$ cat src/rtl/rx_err_pkg.sv
// Shared constants for the receiver error status block.
// Assumes a 7-bit flag vector; bit positions are fixed by the register layout.
package rx_err_pkg;
    localparam int NFLAGS = 7;
    localparam int B_PAR    = 0;
    localparam int B_BIPH   = 1;
    localparam int B_CONF   = 2;
    localparam int B_VALID  = 3;
    localparam int B_UNLOCK = 4;
    localparam int B_CCRC   = 5;
    localparam int B_QCRC   = 6;
    typedef logic [NFLAGS-1:0] flag_vec_t;
endpackage

$ cat src/rtl/rx_err_sampler.sv
// Turns raw error levels into per-flag sample events and "still present" levels.
// Assumes strobes are single-cycle and sources are stable around the strobe.
module rx_err_sampler
    import rx_err_pkg::*;
(
    input  logic      src_qcrc,
    input  logic      src_ccrc,
    input  logic      src_unlock,
    input  logic      src_valid,
    input  logic      src_biph,
    input  logic      src_par,
    input  logic      strb_subframe,
    input  logic      strb_csblk,
    input  logic      strb_qblk,
    input  logic      pro_mode,
    output flag_vec_t hit,
    output flag_vec_t active
);
    logic ccrc_lvl;
    logic conf_lvl;

    // Qualify derived levels: CS CRC counts only in pro mode, confidence is BIP|unlock.
    always_comb begin
        ccrc_lvl = src_ccrc & pro_mode;
        conf_lvl = src_biph | src_unlock;
    end

    // Gather current levels into the flag layout.
    always_comb begin
        active           = '0;
        active[B_PAR]    = src_par;
        active[B_BIPH]   = src_biph;
        active[B_CONF]   = conf_lvl;
        active[B_VALID]  = src_valid;
        active[B_UNLOCK] = src_unlock;
        active[B_CCRC]   = ccrc_lvl;
        active[B_QCRC]   = src_qcrc;
    end

    // Sample each level on its own boundary strobe.
    always_comb begin
        hit           = '0;
        hit[B_PAR]    = src_par    & strb_subframe;
        hit[B_BIPH]   = src_biph   & strb_subframe;
        hit[B_CONF]   = conf_lvl   & strb_subframe;
        hit[B_VALID]  = src_valid  & strb_subframe;
        hit[B_UNLOCK] = src_unlock & strb_csblk;
        hit[B_CCRC]   = ccrc_lvl   & strb_csblk;
        hit[B_QCRC]   = src_qcrc   & strb_qblk;
    end
endmodule

$ cat src/rtl/rx_err_sticky.sv
// Bank of sticky flags with enable mask and clear-on-read that spares active sources.
// Assumes mask_next is the mask value taking effect at the coming edge.
module rx_err_sticky #(
    parameter int W = 7
) (
    input  logic         clk,
    input  logic         rst_n,
    input  logic [W-1:0] hit,
    input  logic [W-1:0] active,
    input  logic [W-1:0] mask_next,
    input  logic         clr,
    output logic [W-1:0] q
);
    for (genvar i = 0; i < W; i++) begin : g_flag
        logic nxt;

        // Next state: hold or keep-if-active on read, then add new events, then mask.
        always_comb begin
            nxt = clr ? ((q[i] & active[i]) | hit[i]) : (q[i] | hit[i]);
            nxt = nxt & mask_next[i];
        end

        // Flag register with synchronous active-low reset.
        always_ff @(posedge clk) begin
            if (!rst_n) q[i] <= 1'b0;
            else        q[i] <= nxt;
        end

        AST_HOLD_UNTIL_READ: assert property (@(posedge clk) disable iff (!rst_n)
            (q[i] && !clr && mask_next[i]) |=> q[i]);
        AST_READ_KEEPS_ACTIVE: assert property (@(posedge clk) disable iff (!rst_n)
            (clr && q[i] && active[i] && mask_next[i]) |=> q[i]);
        AST_KEPT_HAD_CAUSE: assert property (@(posedge clk) disable iff (!rst_n)
            (clr && q[i] && !active[i] && !hit[i]) |=> !q[i]);
    end
endmodule

$ cat src/rtl/rx_err_irq.sv
// Raises a one-cycle request when any flag rises from 0 to 1.
// Assumes flags come straight from registers.
module rx_err_irq #(
    parameter int W = 7
) (
    input  logic         clk,
    input  logic         rst_n,
    input  logic [W-1:0] flags,
    output logic         irq
);
    logic [W-1:0] prev_q;

    // Remember last cycle's flags for edge detection.
    always_ff @(posedge clk) begin
        if (!rst_n) prev_q <= '0;
        else        prev_q <= flags;
    end

    // Pulse on any newly set flag.
    always_comb irq = |(flags & ~prev_q);

    AST_IRQ_NEEDS_FLAG: assert property (@(posedge clk) disable iff (!rst_n)
        irq |-> (flags != '0));
endmodule

$ cat src/rtl/rx_err_status.sv
// Receiver error status top: mask register, sticky status, register port, outputs.
// Assumes reg_rd and reg_wr are single-cycle strobes; read data is combinational.
module rx_err_status
    import rx_err_pkg::*;
#(
    parameter int DATA_W = 8
) (
    input  logic              clk,
    input  logic              rst_n,
    input  logic              src_qcrc,
    input  logic              src_ccrc,
    input  logic              src_unlock,
    input  logic              src_valid,
    input  logic              src_biph,
    input  logic              src_par,
    input  logic              strb_subframe,
    input  logic              strb_csblk,
    input  logic              strb_qblk,
    input  logic              pro_mode,
    input  logic              reg_sel,
    input  logic              reg_wr,
    input  logic              reg_rd,
    input  logic [DATA_W-1:0] reg_wdata,
    output logic [DATA_W-1:0] reg_rdata,
    output logic              err_out,
    output logic              irq
);
    localparam int PAD_W = DATA_W - NFLAGS;

    flag_vec_t hit, active, mask_q, mask_d, status_q;
    logic      rd_status;
    logic      unused_wbits;

    // Upper write bits carry no register state.
    always_comb unused_wbits = ^reg_wdata[DATA_W-1:NFLAGS];

    rx_err_sampler u_sampler (
        .src_qcrc      (src_qcrc),
        .src_ccrc      (src_ccrc),
        .src_unlock    (src_unlock),
        .src_valid     (src_valid),
        .src_biph      (src_biph),
        .src_par       (src_par),
        .strb_subframe (strb_subframe),
        .strb_csblk    (strb_csblk),
        .strb_qblk     (strb_qblk),
        .pro_mode      (pro_mode),
        .hit           (hit),
        .active        (active)
    );

    // Mask next-state: load on a mask write, status writes are ignored.
    always_comb begin
        mask_d    = (reg_wr && reg_sel) ? reg_wdata[NFLAGS-1:0] : mask_q;
        rd_status = reg_rd && !reg_sel;
    end

    // Mask register.
    always_ff @(posedge clk) begin
        if (!rst_n) mask_q <= '0;
        else        mask_q <= mask_d;
    end

    rx_err_sticky #(.W(NFLAGS)) u_sticky (
        .clk       (clk),
        .rst_n     (rst_n),
        .hit       (hit),
        .active    (active),
        .mask_next (mask_d),
        .clr       (rd_status),
        .q         (status_q)
    );

    rx_err_irq #(.W(NFLAGS)) u_irq (
        .clk   (clk),
        .rst_n (rst_n),
        .flags (status_q),
        .irq   (irq)
    );

    // Read mux and combined error level.
    always_comb begin
        reg_rdata = {{PAD_W{1'b0}}, (reg_sel ? mask_q : status_q)};
        err_out   = |status_q;
    end

    AST_MASK_FORCES_ZERO: assert property (@(posedge clk) disable iff (!rst_n)
        (status_q & ~mask_q) == '0);
    AST_PAR_ON_SUBFRAME: assert property (@(posedge clk) disable iff (!rst_n)
        $rose(status_q[B_PAR]) |-> $past(strb_subframe));
    AST_QCRC_ON_QBLK: assert property (@(posedge clk) disable iff (!rst_n)
        $rose(status_q[B_QCRC]) |-> $past(strb_qblk));
    AST_CCRC_NEEDS_PRO: assert property (@(posedge clk) disable iff (!rst_n)
        $rose(status_q[B_CCRC]) |-> $past(pro_mode && strb_csblk));
    AST_CONF_SOURCE: assert property (@(posedge clk) disable iff (!rst_n)
        $rose(status_q[B_CONF]) |-> $past(strb_subframe && (src_biph || src_unlock)));
    AST_ERR_RISE_IRQ: assert property (@(posedge clk) disable iff (!rst_n)
        $rose(err_out) |-> irq);
endmodule

$ cat config.mk
export PLATFORM = sky130hd
export DESIGN_NAME = rx_err_status
export DESIGN_NICKNAME = d
export VERILOG_FILES = /design/src/rtl/rx_err_pkg.sv /design/src/rtl/rx_err_sampler.sv /design/src/rtl/rx_err_sticky.sv /design/src/rtl/rx_err_irq.sv /design/src/rtl/rx_err_status.sv
export SDC_FILE = /design/constraint.sdc
export NUM_CORES = 1
export LEC_CHECK = 0
export ABC_AREA = 1
export BUFFER_PORTS_ARGS = -buffer_cell sky130_fd_sc_hd__buf_2
export CORE_MARGIN = 3
export CORE_UTILIZATION = 43
export CTS_BUF_LIST = sky130_fd_sc_hd__clkbuf_8 sky130_fd_sc_hd__clkbuf_16
export CTS_CLUSTER_SIZE = 16
export DETAILED_ROUTE_END_ITERATION = 10
export HOLD_SLACK_MARGIN = 0.02
export PLACE_DENSITY = 0.73
export SYNTH_ARGS = -nofsm -noshare
export SYNTH_HDL_FRONTEND = slang
export SYNTH_SLANG_ARGS = --single-unit
$ cat constraint.sdc
create_clock -name clk -period 0.8 [get_ports clk]
set_input_delay 0 -clock clk [delete_from_list [all_inputs] [get_ports clk]]
set_output_delay 0 -clock clk [all_outputs]
set_load 0.02 [all_outputs]
Yosys cells after proc, flatten, opt, wreduce, memory -nomap -nowiden:

Index checks and enable logic that the tools add are counted.
Widths: inputs -> output; s select.

* muxes and demuxes: 9
* bitwise gates (word level): 39
* reduce and logical (&&, ||, !) cells: 5

Operator list (count)
* $and 1x1->1: 22
* $or 1x1->1: 15
* $mux 7: 2
* $reduce_or 7->1: 2
* $and 7x7->7: 1
* $mux 1: 7
* $not 7->7: 1
* $logic_and 1x1->1: 2
* $logic_not 1->1: 1

* register bits: 21
* output and inout port bits: 10
* word-level logic and storage cells: 62

Logic depth before layout (Yosys ltp):

* depth in word-level cells: 5
* gate-level depth with buffers: 6
* gate-level depth less buffers: 5

By module:

From an unflattened synthesis, not the netlist that was laid out.

* cell total of the unflattened synthesis: 203
* area, all modules: 1196.1 um^2

By module, submodules not included
* rx_err_status: instances 1, cells an instance 88, area an instance 475.5 um^2
* rx_err_sticky: instances 1, cells an instance 49, area an instance 332.8 um^2
* rx_err_irq: instances 1, cells an instance 41, area an instance 267.8 um^2
* rx_err_sampler: instances 1, cells an instance 25, area an instance 120.1 um^2

Least setup slack after synthesis:

Ideal clock, no wire load.

* path kind: reg2out
* from: register u_sticky.q[5]
* to: output reg_rdata[5]
* data arrival time: 895 ps
* data required time: 800 ps
* path slack: -95 ps
* cell stages (with the launch flop): 3
* buffers on the path: 0
* cells stage by stage: dfxtp_1 inv_1 o21ai_0

* longest elaborated chain between the ends: 1

RTL lines
* start, declared: line rx_err_sticky.sv:12 `output logic [W-1:0] q`
* start signal, assigned by index: line rx_err_sticky.sv:26 `else q[i] <= nxt;`
* $mux 7: line rx_err_status.sv:83 `reg_rdata = {{PAD_W{1'b0}}, (reg_sel ? mask_q : status_q)};`
* end, declared: line rx_err_status.sv:24 `output logic [DATA_W-1:0] reg_rdata,`

Every way passes these cells.

Worst setup path in the final report:

* from: register u_sticky.q[4]
* to: output reg_rdata[4]

The elaborated chain is that of the path after synthesis.

==> impl_metrics.ini <==
[pwr]
seq_power_share_pct = 49.1
max-vdd-ir-drop_uv = 836
p_leak_nw = 0.774
pwr-share-comb_pct = 20.0
power-per-cell-area_nw_per_um2 = 1650
power_mw = 2.26
p_switching_mw = 0.639
p_clk_share_pct = 30.9
intPower_mw = 1.62
swShare_pct = 28.2

[setup_path]
crit_path_start = u_sticky.q[4]$_SDFF_PN0_
worstPathRequired_ns = 0.80
startpoint_type = flip-flop
path_class = flip-flop to output pin
reg2reg_slack_ns = -0.12
critPathArrivalTime_ns = 1.09
critical_path.slowest_cell = dfxtp_2
path_max_fanout = 3
critPathMaxStageDelay_ns = 0.37
critPathCaptureType = output pin
reg2reg_to = u_sticky.q[4]$_SDFF_PN0_
r2r_cells = 6
crit_chain = inv_2 > buf_4 > o21ai_2 > buf_6
r2r_start = u_sticky.q[4]$_SDFF_PN0_

[synth]
synth.yosys.seq_area_share_pct = 42.6
synthDistinctLibCells = 17
syn_inst = 155
synth-warning-count = 0
syn_area_per_cell_um2 = 6.36
synth_top_family_by_area = simple AND/OR/NAND/NOR gates
ys_ff_latch = 21
synth_compound_area_share_pct = 8.63
syn_area_um2 = 986
synth-xor-area-share_pct = 0
synth_adder_area_share_pct = 0
muxShareOfSynthArea_pct = 0
synth_nets = 178
synth-simple-area-share_pct = 29.7

[worst_hold_path]
hp-start = src_qcrc
min_path_cells = 3
worstHoldPathType = primary input to flip-flop
whs_endpoint = u_sticky.q[6]$_SDFF_PN0_

[global_routing]
grt_pass1_wl_um = 4000
grt_pass1_vias = 932
antenna_found_initial = 0
grt_util_all_layers_pct = 19.4
grt_max_degree = 15
overflow = 0

[floorplan]
fp.coreArea_um2 = 2060
rows = 16
die_width_um = 53.9
initial_utilization_pct = 47.8
die-area_um2 = 2900
io_pins = 33
die_h_um = 53.9

[detailed_routing]
antenna_left = 0
viasPerCell = 4.68
drtPass1Iterations = 4
wl_um = 2650
drcViolationCount = 0
drtIter0Drc = 22
dr_total_vias = 1020
avgRoutedWirePerCell_um = 12.1

[sta]
skew_ns = 0.000564
rsz0062_at_grt = true
timing.fmax_ghz = 0.914
worst_slack_ns = -0.294
final.setup.tns_ns = -1.87
drv_slew = 0
min_period_over_period_pct = 137
fin_crit_ns = 1.09
hold_viol = 0
setup_viol = 11

[place]
placed_cells = 210
place.gp.congestion = 0.807
dp.final_hpwl_um = 1730
portBuffers = 30
placed_area_um2 = 1170

[layout]
stdcell_count = 218
fillers = 178
final_common_cell = nand2_1
antenna_cells = 0
final_util_pct = 66.5
syn_to_final_growth_pct = 39.1
final_layout_size_suffix_gt1_share_pct = 39.8
final_nets = 215
final_cell_mix = 39 x nand2_1, 30 x inv_1, 22 x buf_2, 15 x nor2_1, 12 x dfxtp_1
final_cell_area_um2 = 1370

[cts]
clk_pin_slew_ns = 0.08
clock_path_buffers = 2
clock-root-buffer = clkbuf_8
cts_made_buffers = 3
clock_latency_ns = 0.26
htree_levels = 1
cts.sinks = 21
cts_tree = yes

[status]
status = finished with violations
violations = setup timing

[flow_run]
max-cap-violations = 0
## repair_timing
action	in CTS	in global routing
setup buffers	1	3
gates resized for setup	33	24
pin swaps	4	10
endpoints found under the setup margin	10	13
hold buffers	0	0
gates cloned	0	0
## power by group through the flow
stage,Combinational (mW),Clock [mW],Sequential (mW)
floorplan,0.230,0,1.13
global placement,0.356,0,1.13
detailed placement,0.360,0,1.13
CTS,0.405,0.711,1.11
global route,0.500,0.764,1.11
finish,0.452,0.700,1.11
## worst max-delay path: cells and delay by family, from the launching register on
| kind | cells | cell delay (ns) |
|---|---|---|
| flip-flops | 1 | 0.37 |
| AO/OA/AOI/OAI | 1 | 0.14 |
| buffers and inverters | 3 | 0.32 |
## stage by stage
step           setup slack [ns]  hold slack (ns)
6_report                 -0.294          0.00632
5_1_grt                  -0.312           0.0268
4_1_cts                  -0.240           0.0233
3_5_place_dp            -0.0235            0.298
3_3_place_gp             0.0108            0.288
2_1_floorplan            0.0579            0.149
## logic make-up after synthesis
| kind of cell | count (synthesis) |
|---|---|
| flip-flops | 21 |
| other | 1 |
| AND/OR/NAND/NOR | 72 |
| AO/OA/AOI/OAI | 17 |
| buffers and inverters | 44 |
## cell type report
| class | instances | area [µm²] | area share [%] |
|---|---|---|---|
| clock buffer | 3 | 41.3 | 3.01 |
| clock inverter | 1 | 5.00 | 0.365 |
| inverter | 40 | 155 | 11.3 |
| multi-input combinational | 90 | 442 | 32.2 |
| sequential | 21 | 437 | 31.8 |
| tap | 27 | 33.8 | 2.46 |
| timing repair buffer | 36 | 258 | 18.8 |
## layer usage
metal	part of all wire (%)	track usage, %
met1	41	23.3
met2	53	32.9
met3	4.5	3.60
met5	0	0
met4	1.7	9.79
## flip-flops by register name, indices dropped and copies added, names as in the netlist
name	cells
mask_q	7
u_irq.prev_q	7
u_sticky.q	7
## cell usage after synthesis
master | n | area, µm²
nand2_1 | 42 | 158
inv_1 | 38 | 143
dfxtp_1 | 21 | 420
nor2_1 | 18 | 67.6
o21ai_0 | 14 | 70.1
nand3_1 | 9 | 45.0
a21oi_1 | 2 | 10.0
buf_4 | 2 | 15.0
buf_2 | 1 | 5.00
buf_6 | 1 | 11.3
conb_1 | 1 | 3.75
inv_2 | 1 | 3.75
inv_4 | 1 | 6.26
nand2_4 | 1 | 11.3
nand4_1 | 1 | 6.26
nor3_1 | 1 | 5.00
o21ai_1 | 1 | 5.00
## how the worst max path moves through the flow
stage              endpoint  cells after the start  slack, ns
4_1_cts             err_out                      3      -0.24
3_5_place_dp            irq                      5      -0.02
5_1_grt                 irq                      5      -0.31
3_3_place_gp            irq                      5       0.01
6_report       reg_rdata[4]                      4      -0.29
2_1_floorplan  reg_rdata[5]                      2       0.06
Note: power is estimated with default switching activity, not from simulation.
